==> config.mk <==
export PLATFORM = sky130hd
export DESIGN_NAME = clkratio_gen
export DESIGN_NICKNAME = d
export VERILOG_FILES = /design/src/rtl/clkratio_pkg.sv /design/src/rtl/clkratio_ctrl.sv /design/src/rtl/clkratio_prescale.sv /design/src/rtl/clkratio_div.sv /design/src/rtl/clkratio_gen.sv
export SDC_FILE = /design/constraint.sdc
export NUM_CORES = 1
export LEC_CHECK = 0
export ABC_CLOCK_PERIOD_IN_PS = 3400
export BUFFER_PORTS_ARGS = -buffer_cell sky130_fd_sc_hd__buf_2
export CAP_MARGIN = 25
export CORE_MARGIN = 1
export CORE_UTILIZATION = 40
export DETAILED_ROUTE_END_ITERATION = 6
export PLACE_DENSITY = 0.68
export SYNTH_ARGS = -nofsm -noshare
export SYNTH_HDL_FRONTEND = slang
export SYNTH_SLANG_ARGS = --single-unit
==> constraint.sdc <==
create_clock -name clk -period 3.4 [get_ports clk]
set_input_delay 0.68 -clock clk [delete_from_list [all_inputs] [get_ports clk]]
set_output_delay 0.68 -clock clk [all_outputs]
set_load 0.005 [all_outputs]
==> src/rtl/clkratio_pkg.sv <==
package clkratio_pkg;

  localparam int CTRL_W      = 16;
  localparam int FIELD_W     = 3;
  localparam int CORE_LSB    = 6;
  localparam int BUS_LSB     = 3;
  localparam int PER_LSB     = 0;
  localparam int FAST_BIT    = 10;
  localparam int MAX_RATIO   = 8;
  localparam int SLOW_PRE    = 6;
  localparam int RATIO_W     = $clog2(MAX_RATIO + 1);
  localparam int PHASE_W     = $clog2(MAX_RATIO);
  localparam int DIV_W       = $clog2(MAX_RATIO * SLOW_PRE + 1);
  localparam int NUM_DOM     = 3;
  localparam int DOM_CORE    = 0;
  localparam int DOM_BUS     = 1;
  localparam int DOM_PER     = 2;

  typedef logic [CTRL_W-1:0]  ctrl_t;
  typedef logic [FIELD_W-1:0] code_t;
  typedef logic [RATIO_W-1:0] ratio_t;
  typedef logic [DIV_W-1:0]   div_t;

  // Core and bus share one map: linear up to five, then saturate.
  function automatic ratio_t fast_ratio(input code_t code);
    ratio_t r;
    case (code)
      3'd0:    r = ratio_t'(1);
      3'd1:    r = ratio_t'(2);
      3'd2:    r = ratio_t'(3);
      3'd3:    r = ratio_t'(4);
      3'd4:    r = ratio_t'(5);
      default: r = ratio_t'(MAX_RATIO);
    endcase
    return r;
  endfunction

  // Peripheral map: starts at two, saturates from code four.
  function automatic ratio_t per_ratio(input code_t code);
    ratio_t r;
    case (code)
      3'd0:    r = ratio_t'(2);
      3'd1:    r = ratio_t'(3);
      3'd2:    r = ratio_t'(4);
      3'd3:    r = ratio_t'(6);
      default: r = ratio_t'(MAX_RATIO);
    endcase
    return r;
  endfunction

  function automatic div_t total_div(input logic fast, input ratio_t r);
    div_t d;
    if (fast) d = div_t'(r);
    else      d = div_t'(r) * div_t'(SLOW_PRE);
    return d;
  endfunction

endpackage

==> src/rtl/clkratio_ctrl.sv <==
module clkratio_ctrl
  import clkratio_pkg::*;
#(
  parameter int    ADDR_W    = 4,
  parameter int    CTRL_ADDR = 0,
  parameter ctrl_t RESET_VAL = 16'h0E0A
) (
  input  logic              clk,
  input  logic              rst_n,
  input  logic              wr_en,
  input  logic [ADDR_W-1:0] wr_addr,
  input  ctrl_t             wr_data,
  output ctrl_t             ctrl_q,
  output logic              restart,
  output logic              per_chg,
  output div_t              per_div
);

  localparam logic [ADDR_W-1:0] MY_ADDR = ADDR_W'(CTRL_ADDR);

  ctrl_t ctrl_r, ctrl_d;
  logic  restart_r, restart_d;
  logic  chg_r, chg_d;
  logic  accept;
  div_t  cur_div, new_div;

  assign accept  = wr_en && (wr_addr == MY_ADDR);
  assign cur_div = total_div(ctrl_r[FAST_BIT],
                             per_ratio(ctrl_r[PER_LSB +: FIELD_W]));
  assign new_div = total_div(wr_data[FAST_BIT],
                             per_ratio(wr_data[PER_LSB +: FIELD_W]));

  always_comb begin
    ctrl_d    = ctrl_r;
    restart_d = 1'b0;
    chg_d     = 1'b0;
    if (accept) begin
      ctrl_d    = wr_data;
      restart_d = 1'b1;
      chg_d     = (new_div != cur_div);
    end
  end

  always_ff @(posedge clk or negedge rst_n) begin
    if (!rst_n) begin
      ctrl_r    <= RESET_VAL;
      restart_r <= 1'b0;
      chg_r     <= 1'b0;
    end else begin
      ctrl_r    <= ctrl_d;
      restart_r <= restart_d;
      chg_r     <= chg_d;
    end
  end

  assign ctrl_q  = ctrl_r;
  assign restart = restart_r;
  assign per_chg = chg_r;
  assign per_div = cur_div;

endmodule

==> src/rtl/clkratio_prescale.sv <==
module clkratio_prescale
  import clkratio_pkg::*;
#(
  parameter int PRE = SLOW_PRE
) (
  input  logic clk,
  input  logic rst_n,
  input  logic restart,
  input  logic fast,
  output logic tick
);

  localparam int                CNT_W = (PRE > 1) ? $clog2(PRE) : 1;
  localparam logic [CNT_W-1:0]  LAST  = CNT_W'(PRE - 1);

  logic [CNT_W-1:0] cnt_r, cnt_d;

  assign tick = fast || (cnt_r == LAST);

  always_comb begin
    cnt_d = cnt_r;
    if (restart || fast || tick) cnt_d = '0;
    else                         cnt_d = cnt_r + CNT_W'(1);
  end

  always_ff @(posedge clk or negedge rst_n) begin
    if (!rst_n) cnt_r <= '0;
    else        cnt_r <= cnt_d;
  end

endmodule

==> src/rtl/clkratio_div.sv <==
module clkratio_div
  import clkratio_pkg::*;
(
  input  logic   clk,
  input  logic   rst_n,
  input  logic   restart,
  input  logic   tick,
  input  ratio_t ratio,
  output logic   en
);

  logic [PHASE_W-1:0] ph_r, ph_d;
  logic               hit;

  assign hit = tick && ({{(RATIO_W-PHASE_W){1'b0}}, ph_r} == (ratio - ratio_t'(1)));
  assign en  = hit && !restart;

  always_comb begin
    ph_d = ph_r;
    if (restart)   ph_d = '0;
    else if (hit)  ph_d = '0;
    else if (tick) ph_d = ph_r + PHASE_W'(1);
  end

  always_ff @(posedge clk or negedge rst_n) begin
    if (!rst_n) ph_r <= '0;
    else        ph_r <= ph_d;
  end

endmodule

==> src/rtl/clkratio_gen.sv <==
module clkratio_gen
  import clkratio_pkg::*;
#(
  parameter int                ADDR_W    = 4,
  parameter int                CTRL_ADDR = 0,
  parameter logic [15:0]       RESET_VAL = 16'h0E0A
) (
  input  logic              clk,
  input  logic              rst_n,
  input  logic              wr_en,
  input  logic [ADDR_W-1:0] wr_addr,
  input  logic [15:0]       wr_data,
  output logic [15:0]       ctrl_q,
  output logic              core_en,
  output logic              bus_en,
  output logic              per_en,
  output logic [5:0]        per_div,
  output logic              per_chg
);

  ctrl_t              ctrl;
  logic               restart;
  logic               tick;
  div_t               pdiv;
  ratio_t             dom_ratio [NUM_DOM];
  logic [NUM_DOM-1:0] dom_en;

  clkratio_ctrl #(
    .ADDR_W    (ADDR_W),
    .CTRL_ADDR (CTRL_ADDR),
    .RESET_VAL (RESET_VAL)
  ) u_ctrl (
    .clk     (clk),
    .rst_n   (rst_n),
    .wr_en   (wr_en),
    .wr_addr (wr_addr),
    .wr_data (wr_data),
    .ctrl_q  (ctrl),
    .restart (restart),
    .per_chg (per_chg),
    .per_div (pdiv)
  );

  clkratio_prescale #(.PRE(SLOW_PRE)) u_pre (
    .clk     (clk),
    .rst_n   (rst_n),
    .restart (restart),
    .fast    (ctrl[FAST_BIT]),
    .tick    (tick)
  );

  assign dom_ratio[DOM_CORE] = fast_ratio(ctrl[CORE_LSB +: FIELD_W]);
  assign dom_ratio[DOM_BUS]  = fast_ratio(ctrl[BUS_LSB  +: FIELD_W]);
  assign dom_ratio[DOM_PER]  = per_ratio (ctrl[PER_LSB  +: FIELD_W]);

  for (genvar g = 0; g < NUM_DOM; g++) begin : g_dom
    clkratio_div u_div (
      .clk     (clk),
      .rst_n   (rst_n),
      .restart (restart),
      .tick    (tick),
      .ratio   (dom_ratio[g]),
      .en      (dom_en[g])
    );
  end

  assign ctrl_q  = ctrl;
  assign core_en = dom_en[DOM_CORE];
  assign bus_en  = dom_en[DOM_BUS];
  assign per_en  = dom_en[DOM_PER];
  assign per_div = pdiv;

endmodule

==> results.md, run 1 <==
* Most common cell in the netlist: dfrtp_1
* Sequential share of the synthesized area at 0.3921
* Initial Util at 0.4286
* Area leader, netlist: dfrtp_1
* Clk_lat worst skew at 280 ps
* Vias in the first global route at 1425
* Chip Width at 71.48 um
* Synth Warn # at 0
* Final Hold Viols at 0
* Slew Viols, Final at 0
* Area contributors post-synth: dfrtp_1 (32%), mux2_2 (9.9%), ha_1 (7.8%)
* Gate Count Post-Synth at 187
* Final GP Congestion at 0.7808
* WL final at 3611 um
* Met3 wire length at 140 um
* CTS tree: yes
* Final nets at 269
* Via count at 1484
* Placed Instances at 277
* Number of remaining DRC errors at 0
* Met1 WL at 1776 um
* RSZ-0062 raised after global routing: no
* First-pass GRT wire length at 6437 um
* GRT Util Overall at 0.1594
* Maxcap violations at 0
* Layout area overhead at 18.02%
* Site row count at 24
* Critical path class: reg -> out
* Synth Net Count at 224
* Gates resized, CTS repair at 0
* Top cells by count, synth: dfrtp_1 (25), mux2_2 (17), ha_1 (12)
* Setup Skew at 7.451 ps
* Drt first pass iters at 4
* Startpoint Class: flop
* CTS Buf Count at 5
* Post-Route Setup TNS at 0 ps
* N_diodes at 0
* Clock transition at path regs at 70 ps
* Crit-path max FO at 9
* Critical path endpoint category: primary output
* Worst Setup SP: u_ctrl.ctrl_q[1]
* Peak VDD IR at 0.3600 mV
* Root Buffer Master: clkbuf_8
* Congestion Overflow GR at 0
* Least-Margin Pin Slew at 829.5 ps
* Post-synth EDFFs at 0
* # IOs at 49
* Yosys reg bits at 30
* Die height at 71.48 um
* CTS Sinks at 30
* Hold_ws at 432.4 ps
* Wire length on met2 at 1672 um
* Final ANT Viol Nets at 0
* CP required at 2720 ps
* Yosys top cell area share at 0.3240
* Peak Freq at 314.1 MHz
* Status: completed
* Most used DFF post-synth: dfrtp_1
* Tmin final at 3184 ps
* CP arrival at 2500 ps
* Syn Std Cell Area at 1931 um^2
* Vias per cell at 5.207
* Tot Pwr at 1.573 mW
* Antenna violations before repair at 0
* Die area at 5109 um^2
* Hold-fix buffers at CTS at 0
* Share of cells above drive strength 1 at 0.3605
* IO Port Bufs at 48
* Wirelength per Cell at 12.67 um
* Pin count of the biggest net entering global routing at 31
* Iter 0 DRT Violations at 81
* Highest routed layer: met4
* Leak at 1.123 nW
* Final period util at 0.9364
* Distinct cells, synth at 48
* Final HPWL DP at 2637 um
* Non-Filler Instances at 285
* Hold Crit Class: in -> async
* Setup-failing EPs final at 0
* Mean Syn Cell Area at 10.32 um^2
* Worst R2R Start: u_ctrl.ctrl_q[1]
* Setup Fix Bufs, Post-CTS at 0
* Core area at 4504 um^2
* H-Tree Depth at 2
* Pwr dens at 690.6 nW/um^2
* Slew margin rel. at 0.4470
* Async set-reset flop share out of synthesis at 1.000
* Clock buffer depth at 2
registers in the layout, summed over array words and instances, names as in the netlist:
name / count
u_ctrl.ctrl_q: 16
u_ctrl.restart: 1
u_ctrl.per_chg: 1
u_pre.cnt_r: 3
g_dom.u_div.ph_r: 9
cell type report:
cell class / count / area, um^2
flip-flops and latches: 30 / 757.0
repair buffers: 48 / 240.2
fillers: 415 / 2226
well taps: 52 / 65.06
clock inverters: 2 / 12.51
multi-input cells: 136 / 1080
clock buffers: 6 / 82.58
inverters: 11 / 41.29
worst max-delay path, stage by stage (launching register included):
cell      delay, ps
dfstp_2         600
or2b_1          260
nand2b_1        150
inv_1           100
ha_1            220
fa_1            380
o21a_1          110
nor3_1          220
buf_2           180
power by group:
part           switching [mW]  internal, mW  total (mW)
clock network           0.139         0.163       0.302
logic                   0.317         0.339       0.656
registers               0.138         0.479       0.616
total                   0.593         0.980        1.57
metrics by stage:
step / worst slack, ps / util / instance area (um^2)
3_3_place_gp: 471.8 / 0.4847 / 2183
5_1_grt: 1.261 / 0.5058 / 2278
6_report: 216.1 / 0.5058 / 2278
3_5_place_dp: 401.3 / 0.4847 / 2183
4_1_cts: 185.0 / 0.5058 / 2278
2_1_floorplan: 502.8 / - / 1931
layer usage:
layer  track usage  vias up
met5             0        -
met4       0.04575        0
met3       0.04219        2
met2        0.2529       27
met1        0.2163      712
li1              -      743
cell families after synthesis:
kind of cell | Yosys count | synth area share
AND/OR/NAND/NOR | 53 | 0.1575
XOR/XNOR | 15 | 0.06805
flip-flops | 30 | 0.3921
adder cells (fa/ha/maj) | 14 | 0.09851
buffers and inverters | 21 | 0.04860
AO/OA/AOI/OAI | 32 | 0.1076
multiplexers | 22 | 0.1277
layout by cell type (no fill, tap or decap), drive strengths merged, types with 2 or more instances in the layout:
master and n:
buf 48, dfrtp 25, mux2 18, ha 12
inv 11, xor2 11, nor2 11, nand2 9
a21oi 9, nor3 6, o21ai 6, clkbuf 6
dfstp 5, nand2b 4, xnor2 4, mux2i 4
nor2b 4, o211ai 3, a31oi 3, nand3 3
or2b 2, o21a 2, or4 2, nor4 2
a21o 2, fa 2, or3b 2
final timing paths:
check | end | slack (ps) | cells after the start
min in group clk | u_pre.cnt_r[0] | 470 | 1
min | u_ctrl.ctrl_q[5] | 430 | 1
max reg2reg | u_ctrl.per_chg | 380 | 9
max | per_div[4] | 220 | 8
max in group asynchronous | u_ctrl.ctrl_q[0] | 2520 | 1
min reg2reg | u_pre.cnt_r[0] | 470 | 1
Power figures use the tool's default switching activity.
==> run 2, diff against run 1 <==
Settings changed: ABC_AREA set to 1, CORE_UTILIZATION 40 to 45, CTS_CLUSTER_SIZE set to 25, PLACE_DENSITY 0.68 to 0.74.
==> results.md, run 2 <==
* Status: completed
* # IOs at 49
* NetSw at 0.6469 mW
* Clk_lat worst skew at 280 ps
* Gate Count Post-Synth at 278
* Post-synth EDFFs at 0
* Die height at 69.36 um
* Clk pwr share at 0.185
* R2R cell count at 13
* Hold Crit Class: in -> async
* Vias per cell at 4.892
* GRT Util Overall at 0.1881
* Share of cells above drive strength 1 at 0.2432
* Sw Ratio at 0.4070
* Root Buffer Master: clkbuf_8
* Pwr dens at 660.9 nW/um^2
* Critical path class: reg -> out
* Crit-path max FO at 6
* Final core utilization at 0.5523
* Layout area overhead at 17.77%
* Distinct cells, synth at 32
* Slew Viols, Final at 0
* Site row count at 24
* Most frequent cells in the layout: nand2_1 (112), buf_2 (48), dfrtp_1 (25)
* N_diodes at 0
* Critical path depth in cells at 10
* P_int at 0.9425 mW
* Max reg flops at 16
* Gate power share at 0.441
* Final ANT Viol Nets at 0
* Maxcap violations at 0
* CTS tree: yes
* RSZ-0062 raised after global routing: no
* Peak Freq at 340.1 MHz
* Final nets at 365
* Family with the most delay on the worst path: flip-flops
* Async set-reset flop share out of synthesis at 1.000
* Chip Width at 69.36 um
* Final HPWL DP at 3185 um
* Critical Path Max Stage Delay at 610 ps
* Congestion Overflow GR at 0
* Core area at 4354 um^2
* CP required at 2720 ps
* Antenna violations before repair at 0
* Mean Syn Cell Area at 7.345 um^2
* CP arrival at 2260 ps
* Peak VDD IR at 0.3197 mV
* WL final at 4202 um
* Setup ws final at 459.8 ps
* Syn Std Cell Area at 2042 um^2
* Final GP Congestion at 0.9094
* Synth Warn # at 0
* Final period util at 0.8648
* Commonest non-fill, non-tap cell in the layout: nand2_1
* H-Tree Depth at 2
* Most common cell in the netlist: nand2_1
* Slew margin rel. at 0.5684
* Number of remaining DRC errors at 0
* Initial Util at 0.4690
* Tmin final at 2940 ps
* Setup Fix Bufs, Post-CTS at 0
* Setup Skew at 3.045 ps
* Slowest cell on the critical path: dfstp_2
* Register-to-register setup slack at 1090 ps
* Drt first pass iters at 4
* Least-Margin Pin Slew at 647.4 ps
* Wirelength per Cell at 11.03 um
* Leak at 1.392 nW
* Area leader, netlist: dfrtp_1
* Yosys reg bits at 30
* Via count at 1864
* Most used DFF post-synth: dfrtp_1
* Final Hold Viols at 0
* Clock buffer depth at 2
* First-pass GRT wire length at 7348 um
* CTS Sinks at 30
* Sequential share of the synthesized area at 0.3707
* Area contributors post-synth: dfrtp_1 (31%), nand2_1 (21%), ha_1 (7.4%)
* Pre-CTS WS at 769.4 ps
* Clock transition at path regs at 60 ps
* Worst R2R Start: u_ctrl.ctrl_q[1]
* Yosys top cell area share at 0.3064
* Startpoint Class: flop
* Vias in the first global route at 1696
* Die area at 4811 um^2
* Crit-path cells: nand2_1 -> nand2_1 -> inv_1 -> ha_1 -> fa_1 -> inv_1 -> nand2_1 -> nand3_1 -> inv_1 -> buf_2
* Hold-fix buffers at CTS at 0
* Synth Net Count at 315
* R2R Path End: u_ctrl.per_chg
* Iter 0 DRT Violations at 109
* Post-Route Setup TNS at 0 ps
* Top cells by count, synth: nand2_1 (112), dfrtp_1 (25), inv_1 (23), nand3_1 (23), nor2_1 (20)
* IO Port Bufs at 48
* CTS Buf Count at 5
* Crit path buf inv count at 4
* Pin count of the biggest net entering global routing at 31
* Setup-failing EPs final at 0
* Hold_ws at 416.6 ps
* Gates resized, CTS repair at 0
* Flop pwr share at 0.374
* Critical path endpoint category: primary output
-- run 2: power by group through the flow --
stage                     Clock, mW  Combinational (mW)  Sequential (mW)
after detailed placement          0               0.705            0.601
after global routing          0.316               0.819            0.611
after CTS                     0.301               0.709            0.596
final                         0.294               0.700            0.595
after floorplan                   0               0.532            0.575
after global placement            0               0.689            0.598
-- run 2: worst max path at each step --
| stage | from | end |
|---|---|---|
| 6_report | u_ctrl.ctrl_q[1] | per_div[4] |
| 5_1_grt | u_ctrl.ctrl_q[1] | per_div[4] |
| 4_1_cts | u_ctrl.ctrl_q[1] | per_div[4] |
| 3_5_place_dp | u_ctrl.ctrl_q[1] | per_div[4] |
| 3_3_place_gp | u_ctrl.ctrl_q[1] | per_div[4] |
| 2_1_floorplan | u_ctrl.ctrl_q[1] | per_div[4] |
-- run 2: routing by layer --
layer  vias to the layer above  routed length (um)  GRT usage
li1                        963                   -          -
met1                       832                2016     0.2547
met2                        60                1865     0.2934
met3                         9                 252    0.04360
met4                         0                  68    0.07029
met5                         -                   0          0
-- run 2: layout make-up --
type / instances / area [um^2]
clock inverters: 1 / 5.005
repair buffers: 49 / 247.7
inverters: 27 / 103.9
fillers: 404 / 1949
clock buffers: 7 / 86.33
flip-flops and latches: 30 / 757.0
multi-input cells: 215 / 1140
well taps: 52 / 65.06
-- run 2: kinds of logic (layout without fill, tap and decap cells) --
| logic type | after synthesis | after routing | synth area share |
|---|---|---|---|
| adders and majority gates | 14 | 14 | 0.09314 |
| buffers and inverters | 33 | 84 | 0.07107 |
| and+or+nand+nor | 173 | 173 | 0.3707 |
| AOI/OAI and AO/OA | 17 | 17 | 0.04718 |
| xor gates and xnor gates | 11 | 11 | 0.04719 |
| DFF | 30 | 30 | 0.3707 |
-- run 2: through the flow --
step | power [mW] | instances | instance area [um^2]
floorplan | 1.107 | 278 | 2042
global placement | 1.287 | 373 | 2313
detailed placement | 1.306 | 373 | 2313
CTS | 1.605 | 381 | 2405
global route | 1.745 | 381 | 2405
finish | 1.589 | 381 | 2405
==> run 3, diff against run 2 <==
Settings changed: ABC_CLOCK_PERIOD_IN_PS 3400 to 3200.
Clock period 3.4 ns to 3.2 ns, I/O delays scaled along.
==> results.md, run 3 (synthesized netlist as in run 2, its figures left out) <==
* Least-Margin Pin Slew at 644.9 ps
* Peak Freq at 344.6 MHz
* Critical path endpoint category: primary output
* GRT Util Overall at 0.1919
* Number of remaining DRC errors at 0
* Die area at 4811 um^2
* Clock transition at path regs at 60 ps
* Sw Ratio at 0.4049
* Crit-path max FO at 6
* Most frequent cells in the layout: nand2_1 (112), buf_2 (48), dfrtp_1 (25)
* Setup Fix Bufs, Post-CTS at 0
* Core area at 4354 um^2
* NetSw at 0.6817 mW
* Flop pwr share at 0.375
* Initial Util at 0.4690
* Slew margin rel. at 0.5701
* Clk pwr share at 0.183
* Slew Viols, Final at 0
* Wirelength per Cell at 10.99 um
* Slowest cell on the critical path: dfstp_2
* CP arrival at 2260 ps
* P_int at 1.002 mW
* Status: completed
* Critical path depth in cells at 10
* IO Port Bufs at 48
* Pwr dens at 700.1 nW/um^2
* Congestion Overflow GR at 0
* R2R cell count at 13
* Gates resized, CTS repair at 0
* R2R Path End: u_ctrl.per_chg
* Antenna violations before repair at 0
* Site row count at 24
* Leak at 1.392 nW
* RSZ-0062 raised after global routing: no
* Final Hold Viols at 0
* H-Tree Depth at 2
* Final HPWL DP at 3200 um
* Iter 0 DRT Violations at 87
* WL final at 4186 um
* Via count at 1865
* Die height at 69.36 um
* Worst Setup SP: u_ctrl.ctrl_q[1]
* Register-to-register setup slack at 880 ps
* Hold-fix buffers at CTS at 0
* Final nets at 365
* Clk_lat worst skew at 280 ps
* Startpoint Class: flop
* Final period util at 0.9069
* Chip Width at 69.36 um
* Hold_ws at 378.0 ps
* Share of cells above drive strength 1 at 0.2432
* Drt first pass iters at 4
* Critical Path Max Stage Delay at 620 ps
* # IOs at 49
* Critical path class: reg -> out
* Vias per cell at 4.895
* Final ANT Viol Nets at 0
* Vias in the first global route at 1741
* CTS Sinks at 30
* Pin count of the biggest net entering global routing at 31
* Clock buffer depth at 2
* Hold Crit Class: in -> async
* Worst R2R Start: u_ctrl.ctrl_q[1]
* Final GP Congestion at 0.9094
* CP required at 2560 ps
* Setup Skew at 3.720 ps
* Gate power share at 0.441
* Crit-path cells: nand2_1 -> nand2_1 -> inv_1 -> ha_1 -> fa_1 -> inv_1 -> nand2_1 -> nand3_1 -> inv_1 -> buf_2
* Layout area overhead at 17.77%
* Tot Pwr at 1.684 mW
* Post-Route Setup TNS at 0 ps
* Max reg flops at 16
* Maxcap violations at 0
* Crit path buf inv count at 4
* Root Buffer Master: clkbuf_8
* Family with the most delay on the worst path: flip-flops
* Commonest non-fill, non-tap cell in the layout: nand2_1
* Peak VDD IR at 0.3586 mV
* CTS tree: yes
* Tmin final at 2902 ps
* Setup-failing EPs final at 0
* CTS Buf Count at 5
* N_diodes at 0
* First-pass GRT wire length at 7417 um
* Worst Setup EP: per_div[4]
[run 3: cell counts in the layout (fill, tap and decap cells not counted)]
No cell type changed its count.
[run 3: how the worst min path moves through the flow]
stage,from,slack [ps],endpoint
floorplan,rst_n,340,g_dom[0].u_div.ph_r[0]
global placement,u_ctrl.ctrl_q[11],450,u_ctrl.ctrl_q[11]
detailed placement,u_ctrl.ctrl_q[11],450,u_ctrl.ctrl_q[11]
CTS,rst_n,400,u_pre.cnt_r[0]
global route,rst_n,440,u_pre.cnt_r[0]
finish,rst_n,380,u_pre.cnt_r[0]
[run 3: through the flow]
step	instance area, um^2	worst slack [ps]	util	instances
floorplan	2042	868.3	-	278
finish	2405	297.9	0.5523	381
CTS	2405	290.0	0.5523	381
global placement	2313	604.4	0.5313	373
detailed placement	2313	603.4	0.5313	373
global route	2405	154.7	0.5523	381
[run 3: power by group through the flow]
stage | sequential (mW) | clock [mW] | combinational [mW]
after global routing | 0.649 | 0.337 | 0.876
final | 0.632 | 0.308 | 0.743
after detailed placement | 0.637 | 0 | 0.751
after global placement | 0.635 | 0 | 0.732
after floorplan | 0.611 | 0 | 0.565
after CTS | 0.632 | 0.318 | 0.754
[run 3: routing by layer]
| metal | routed length [um] | global-route usage |
|---|---|---|
| met5 | 0 | 0 |
| met1 | 1957 | 0.2380 |
| met3 | 269 | 0.04651 |
| met4 | 72 | 0.07483 |
| met2 | 1886 | 0.3215 |
[run 3: area by class of cell]
type,count,area (um^2)
flip-flops and latches,30,757.0
clock buffers,7,86.33
repair buffers,49,247.7
clock inverters,1,5.005
fillers,408,1949
well taps,52,65.06
multi-input cells,215,1140
inverters,27,103.9
